===== src/rtl/pmac_pkg.sv =====
package pmac_pkg;

    typedef enum logic [1:0] {
        ACC_KEEP     = 2'd0,
        ACC_LOAD     = 2'd1,
        ACC_CHAIN    = 2'd2,
        ACC_LOAD_ALT = 2'd3
    } acc_src_e;

    localparam int DEF_OP_W  = 18;
    localparam int DEF_ACC_W = 48;

endpackage


===== src/rtl/pmac_coef_rom.sv =====
module pmac_coef_rom #(
    parameter int W     = 18,
    parameter int DEPTH = 16,
    parameter int AW    = 4,
    parameter int BASE  = -7000,
    parameter int STEP  = 1000
) (
    input  logic [AW-1:0] addr,
    output logic [W-1:0]  coef
);

    logic [W-1:0] entry [DEPTH];

    // Each entry is computed from its index.
    for (genvar i = 0; i < DEPTH; i++) begin : g_entry
        assign entry[i] = W'(BASE + i * STEP);
    end

    assign coef = entry[addr];

endmodule


===== src/rtl/pmac_preadd.sv =====
module pmac_preadd #(
    parameter int W = 18
) (
    input  logic [W-1:0] a,
    input  logic [W-1:0] d,
    input  logic         en,
    output logic [W:0]   sum
);

    always_comb begin
        if (en) begin
            sum = {a[W-1], a} + {d[W-1], d};
        end else begin
            sum = {a[W-1], a};
        end
    end

endmodule


===== src/rtl/pmac_mult.sv =====
module pmac_mult #(
    parameter int W     = 18,
    parameter int OUT_W = 48
) (
    input  logic [W:0]       pre,
    input  logic [W-1:0]     a_raw,
    input  logic [W-1:0]     b,
    input  logic             dot,
    output logic [OUT_W-1:0] prod
);

    localparam int H = W / 2;

    logic signed [2*W:0]   full;
    logic signed [2*H-1:0] p_hi;
    logic signed [2*H-1:0] p_lo;
    logic signed [2*H:0]   dsum;

    assign full = $signed(pre) * $signed(b);
    assign p_hi = $signed(a_raw[W-1:H]) * $signed(b[W-1:H]);
    assign p_lo = $signed(a_raw[H-1:0]) * $signed(b[H-1:0]);
    assign dsum = {p_hi[2*H-1], p_hi} + {p_lo[2*H-1], p_lo};

    always_comb begin
        if (dot) begin
            prod = {{(OUT_W-2*H-1){dsum[2*H]}}, dsum};
        end else begin
            prod = {{(OUT_W-2*W-1){full[2*W]}}, full};
        end
    end

endmodule


===== src/rtl/pmac_accum.sv =====
module pmac_accum
    import pmac_pkg::*;
#(
    parameter int W = 48
) (
    input  logic         clk,
    input  logic         rst_n,
    input  acc_src_e     sel,
    input  logic [W-1:0] casc,
    input  logic [W-1:0] prod,
    output logic [W-1:0] acc
);

    logic [W-1:0] base;

    always_comb begin
        unique case (sel)
            ACC_KEEP:  base = acc;
            ACC_CHAIN: base = casc;
            default:   base = '0;
        endcase
    end

    // The sum wraps modulo 2^W by truncation.
    always_ff @(posedge clk or negedge rst_n) begin
        if (!rst_n) begin
            acc <= '0;
        end else begin
            acc <= base + prod;
        end
    end

endmodule


===== src/rtl/pmac_unit.sv =====
module pmac_unit
    import pmac_pkg::*;
#(
    parameter int OP_W       = DEF_OP_W,
    parameter int ACC_W      = DEF_ACC_W,
    parameter int COEF_DEPTH = 16,
    parameter int COEF_BASE  = -7000,
    parameter int COEF_STEP  = 1000,
    parameter int PIPE_EN    = 1,
    parameter int CAW        = $clog2(COEF_DEPTH)
) (
    input  logic             clk,
    input  logic             rst_n,
    input  logic [OP_W-1:0]  in_a,
    input  logic [OP_W-1:0]  in_d,
    input  logic [OP_W-1:0]  in_b,
    input  logic [CAW-1:0]   coef_addr,
    input  logic             use_coef,
    input  logic             use_pread,
    input  logic             dot_mode,
    input  logic [1:0]       acc_sel,
    input  logic [ACC_W-1:0] casc_in,
    output logic [ACC_W-1:0] result,
    output logic [ACC_W-1:0] casc_out
);

    typedef struct packed {
        logic [OP_W-1:0]  a;
        logic [OP_W-1:0]  d;
        logic [OP_W-1:0]  b;
        logic             pread;
        logic             dot;
        acc_src_e         sel;
        logic [ACC_W-1:0] casc;
    } op_stage_t;

    typedef struct packed {
        logic [ACC_W-1:0] prod;
        acc_src_e         sel;
        logic [ACC_W-1:0] casc;
    } prod_stage_t;

    logic [OP_W-1:0]  rom_val;
    op_stage_t        st_in;
    op_stage_t        st_op;
    logic [OP_W:0]    pre_sum;
    logic [ACC_W-1:0] prod_raw;
    prod_stage_t      st_pr_d;
    prod_stage_t      st_pr;
    logic [ACC_W-1:0] acc_q;

    pmac_coef_rom #(
        .W     (OP_W),
        .DEPTH (COEF_DEPTH),
        .AW    (CAW),
        .BASE  (COEF_BASE),
        .STEP  (COEF_STEP)
    ) u_rom (
        .addr (coef_addr),
        .coef (rom_val)
    );

    always_comb begin
        st_in.a     = in_a;
        st_in.d     = in_d;
        st_in.b     = use_coef ? rom_val : in_b;
        st_in.pread = use_pread;
        st_in.dot   = dot_mode;
        st_in.sel   = acc_src_e'(acc_sel);
        st_in.casc  = casc_in;
    end

    if (PIPE_EN != 0) begin : g_in_reg
        always_ff @(posedge clk or negedge rst_n) begin
            if (!rst_n) begin
                st_op <= '0;
            end else begin
                st_op <= st_in;
            end
        end
    end else begin : g_in_wire
        assign st_op = st_in;
    end

    pmac_preadd #(
        .W (OP_W)
    ) u_preadd (
        .a   (st_op.a),
        .d   (st_op.d),
        .en  (st_op.pread),
        .sum (pre_sum)
    );

    pmac_mult #(
        .W     (OP_W),
        .OUT_W (ACC_W)
    ) u_mult (
        .pre   (pre_sum),
        .a_raw (st_op.a),
        .b     (st_op.b),
        .dot   (st_op.dot),
        .prod  (prod_raw)
    );

    always_comb begin
        st_pr_d.prod = prod_raw;
        st_pr_d.sel  = st_op.sel;
        st_pr_d.casc = st_op.casc;
    end

    if (PIPE_EN != 0) begin : g_pr_reg
        always_ff @(posedge clk or negedge rst_n) begin
            if (!rst_n) begin
                st_pr <= '0;
            end else begin
                st_pr <= st_pr_d;
            end
        end
    end else begin : g_pr_wire
        assign st_pr = st_pr_d;
    end

    pmac_accum #(
        .W (ACC_W)
    ) u_accum (
        .clk   (clk),
        .rst_n (rst_n),
        .sel   (st_pr.sel),
        .casc  (st_pr.casc),
        .prod  (st_pr.prod),
        .acc   (acc_q)
    );

    assign result   = acc_q;
    assign casc_out = acc_q;

endmodule


===== config.mk =====
export PLATFORM = sky130hd
export DESIGN_NAME = pmac_unit
export DESIGN_NICKNAME = d
export VERILOG_FILES = /design/src/rtl/pmac_pkg.sv /design/src/rtl/pmac_coef_rom.sv /design/src/rtl/pmac_preadd.sv /design/src/rtl/pmac_mult.sv /design/src/rtl/pmac_accum.sv /design/src/rtl/pmac_unit.sv
export SDC_FILE = /design/constraint.sdc
export NUM_CORES = 2
export LEC_CHECK = 0
export BUFFER_PORTS_ARGS = -buffer_cell sky130_fd_sc_hd__buf_2
export CORE_AREA = 8 8 222 224
export CTS_CLUSTER_DIAMETER = 200
export CTS_CLUSTER_SIZE = 12
export DETAILED_ROUTE_END_ITERATION = 7
export DIE_AREA = 0 0 230 232
export PLACE_DENSITY_LB_ADDON = 0.08
export SYNTH_ARGS = -nofsm -noshare
export SYNTH_HDL_FRONTEND = slang
export SYNTH_SLANG_ARGS = --single-unit
export TNS_END_PERCENT = 5

===== constraint.sdc =====
create_clock -name clk -period 20.1 [get_ports clk]
set_input_delay 2.01 -clock clk [delete_from_list [all_inputs] [get_ports clk]]
set_output_delay 2.01 -clock clk [all_outputs]
set_load 0.01 [all_outputs]

==> summary.txt <==
Placement
  – Placed Cells: 3792
  – Placer Congestion: 0.889
  – Port Buf Inserts: 208
  – Post-DP HPWL: 56700 microns

Clock network
  – CTS Buf Count: 24
  – CTS Hold Buffers Added: 0
  – CTS sink count: 241
  – PostCTS Resize Cnt: 0
  – Clk slew on worst S/H paths: 0.07 ns
  – Latest clock arrival within the worst-skew pair: 0.56 ns
  – Postcts setup bufs: 0
  – CTS tree: yes
  – CTS Root Cell: clkbuf_16
  – Longest Clk Path Bufs: 3
  – H-tree levels: 1

Global routing
  – Initial antenna violation count: 0
  – Met2 usage: 48.7%
  – Global-route wire length before repair: 120000 microns
  – Met3 usage: 3.65%
  – Largest net degree at the start of global routing: 108
  – Gr busiest metal: met2
  – M1 GR Usage: 36.5%
  – Vias in the first global route: 23700
  – Grt ovf: 0
  – Total GRT Usage: 27.8%

Critical path
  – CP required: 20.58 ns
  – Critical path's largest stage delay: 0.75 ns
  – Slowest-stage cell, CP: fa_1
  – CP Capture Type: flip-flop
  – WS Path Type: flip-flop to flip-flop
  – Worst Path Arrival: 9.91 ns
  – Max FO, Critical Path: 24
  – Critical path's most frequent cell: fa_1
  – Startpoint types: flip-flop

Detailed routing
  – First-pass detailed-route iteration total: 5
  – Remaining DRCs: 0
  – Initial DRC Count: 1346
  – DR WL/cell: 18.8 microns
  – Vias: 21600
  – Routed WL: 72000 microns
  – Post-DRT Antenna Nets: 0
  – Via/cell ratio: 5.66

Floorplanning
  – I/O pin count: 209
  – Die width: 230 microns
  – Initial Util: 66.7%
  – Die Y: 232 microns
  – Die Area: 53400 sq um
  – Core Rows: 79
  – Core area: 45900 sq um

Worst hold path
  – Worst min path class: flip-flop to flip-flop

Logic synthesis
  – Register area share after synthesis: 19.7%
  – Synth Cell Area: 30600 sq um
  – Post-synth EDFFs: 0
  – Mapped Avg Cell Area: 9.78 sq um
  – Prevailing post-synth register cell: dfrtp_1
  – Syn. warnings: 0
  – FF+latch count, synth: 241
  – Syn nets: 4000
  – Synth cell types: 71
  – Synth Instances: 3129
  – Post-synth ARST share: 100%

Timing
  – Maximum operating frequency: 106 MHz
  – Final worst path period share: 46.9%
  – Final setup fails: 0
  – Final hold slack: 0.342 ns
  – Worst Max-Slew Pin Slew: 1.07 ns
  – RSZ-0062 raised after global routing: no
  – Post-Route Skew: 0.0307 ns
  – Sum Neg Setup Slack: 0 ns
  – Tmin final: 9.43 ns
  – Rel. slew slack: 28.8%
  – Final Slew Violations: 0
  – Final number of hold-violating endpoints: 0

Cells and area
  – Filler instances: 3549
  – Final Non-Filler Cells: 3820
  – Final net count: 4082
  – Layout overhead on the synthesized area: 5.88%
  – Most frequent cells in the layout: 573 x inv_1, 512 x fa_1, 301 x nand2_1
  – Diode count: 0
  – Commonest non-fill, non-tap cell in the layout: inv_1
  – Layout cells sized above 1: 9.49%

Outcome
  – Status: finished clean

Job
  – Max Cap Viol: 0
## cell type report
class                           instances  area (sq um)  area share, %
Multi-Input combinational cell       2134         21600           66.5
Inverter                              574          2150           6.65
Clock inverter                          2          27.5         0.0849
Clock buffer                           26           608           1.88
Tap cell                              607           759           2.34
Sequential cell                       241          6030           18.6
Timing Repair Buffer                  236          1260           3.89
## worst paths after layout
| check | from | end | slack, ns | cells after the start |
|---|---|---|---|---|
| min in group asynchronous | rst_n | st_pr[4] | 1.48 | 1 |
| max reg2reg | st_op[88] | st_pr[85] | 10.67 | 32 |
| max in group asynchronous | rst_n | u_accum.acc[35] | 17.20 | 2 |
| min reg2reg | st_op[29] | st_pr[29] | 0.34 | 0 |
| max | st_op[88] | st_pr[85] | 10.67 | 32 |
| min | st_op[29] | st_pr[29] | 0.34 | 0 |
## state kept, by name (all words and copies together), names as in the netlist
signal	cells
st_pr	87
u_accum.acc	48
st_op	106
## stage by stage
step                setup slack, ns  utilization, %  area [sq um]
floorplan                     11.54               -         30600
global placement              10.95            69.3         31800
detailed placement            10.76            69.3         31800
CTS                           10.72            70.7         32400
global route                  10.04            70.7         32400
finish                        10.67            70.7         32400
## cells by family (layout without fill, tap and decap cells)
group | Yosys count | after routing | share of synthesized area (%)
DFF | 241 | 241 | 19.7
adders and majority gates | 759 | 759 | 43.6
AOI/OAI and AO/OA | 376 | 376 | 7.95
xor gates and xnor gates | 125 | 125 | 3.58
muxes | 72 | 72 | 2.43
buffers and inverters | 754 | 838 | 9.87
and+or+nand+nor | 802 | 802 | 12.9
## routing by layer
layer,wire (microns),share of wire [%]
met1,30500,42
met3,4350,6.0
met5,0,0
met4,1840,2.5
met2,35400,49
## synth_stat cells, drive strengths merged, types with 6 or more instances
master    n  share of area (%)
nor3     12               0.20
dfrtp   241                 20
nand2   301                3.7
inv     573                7.0
ha      246                 10
nand2b   29               0.59
mux2     18               0.66
o21a      7               0.17
a21boi    7               0.17
nand3    16               0.28
a21o     66                1.6
fa      512                 33
o21ai    94                1.5
o31ai     8               0.25
xor2     36                1.0
a21oi   105                1.7
nor2    125                1.5
nand4    14               0.29
clkbuf  120                1.5
nor2b    30               0.61
mux2i    54                1.8
a31oi    11               0.22
a221oi    6               0.21
a211oi   14               0.38
and3     11               0.22
buf      60                1.4
xnor2    89                2.5
and2    238                4.9
o21bai   12               0.29
## critical path, delay by kind of cell (launching register included)
| family | cells | cell delay, ns |
|---|---|---|
| compound gates | 11 | 2.46 |
| xor+xnor | 2 | 0.88 |
| fa+ha+maj | 8 | 3.88 |
| buf+inv | 4 | 0.49 |
| flops | 1 | 0.48 |
| simple gates | 7 | 1.15 |
Power is not shown: default switching activity piles up to over one toggle a cycle in this logic, so the estimate is an artifact.
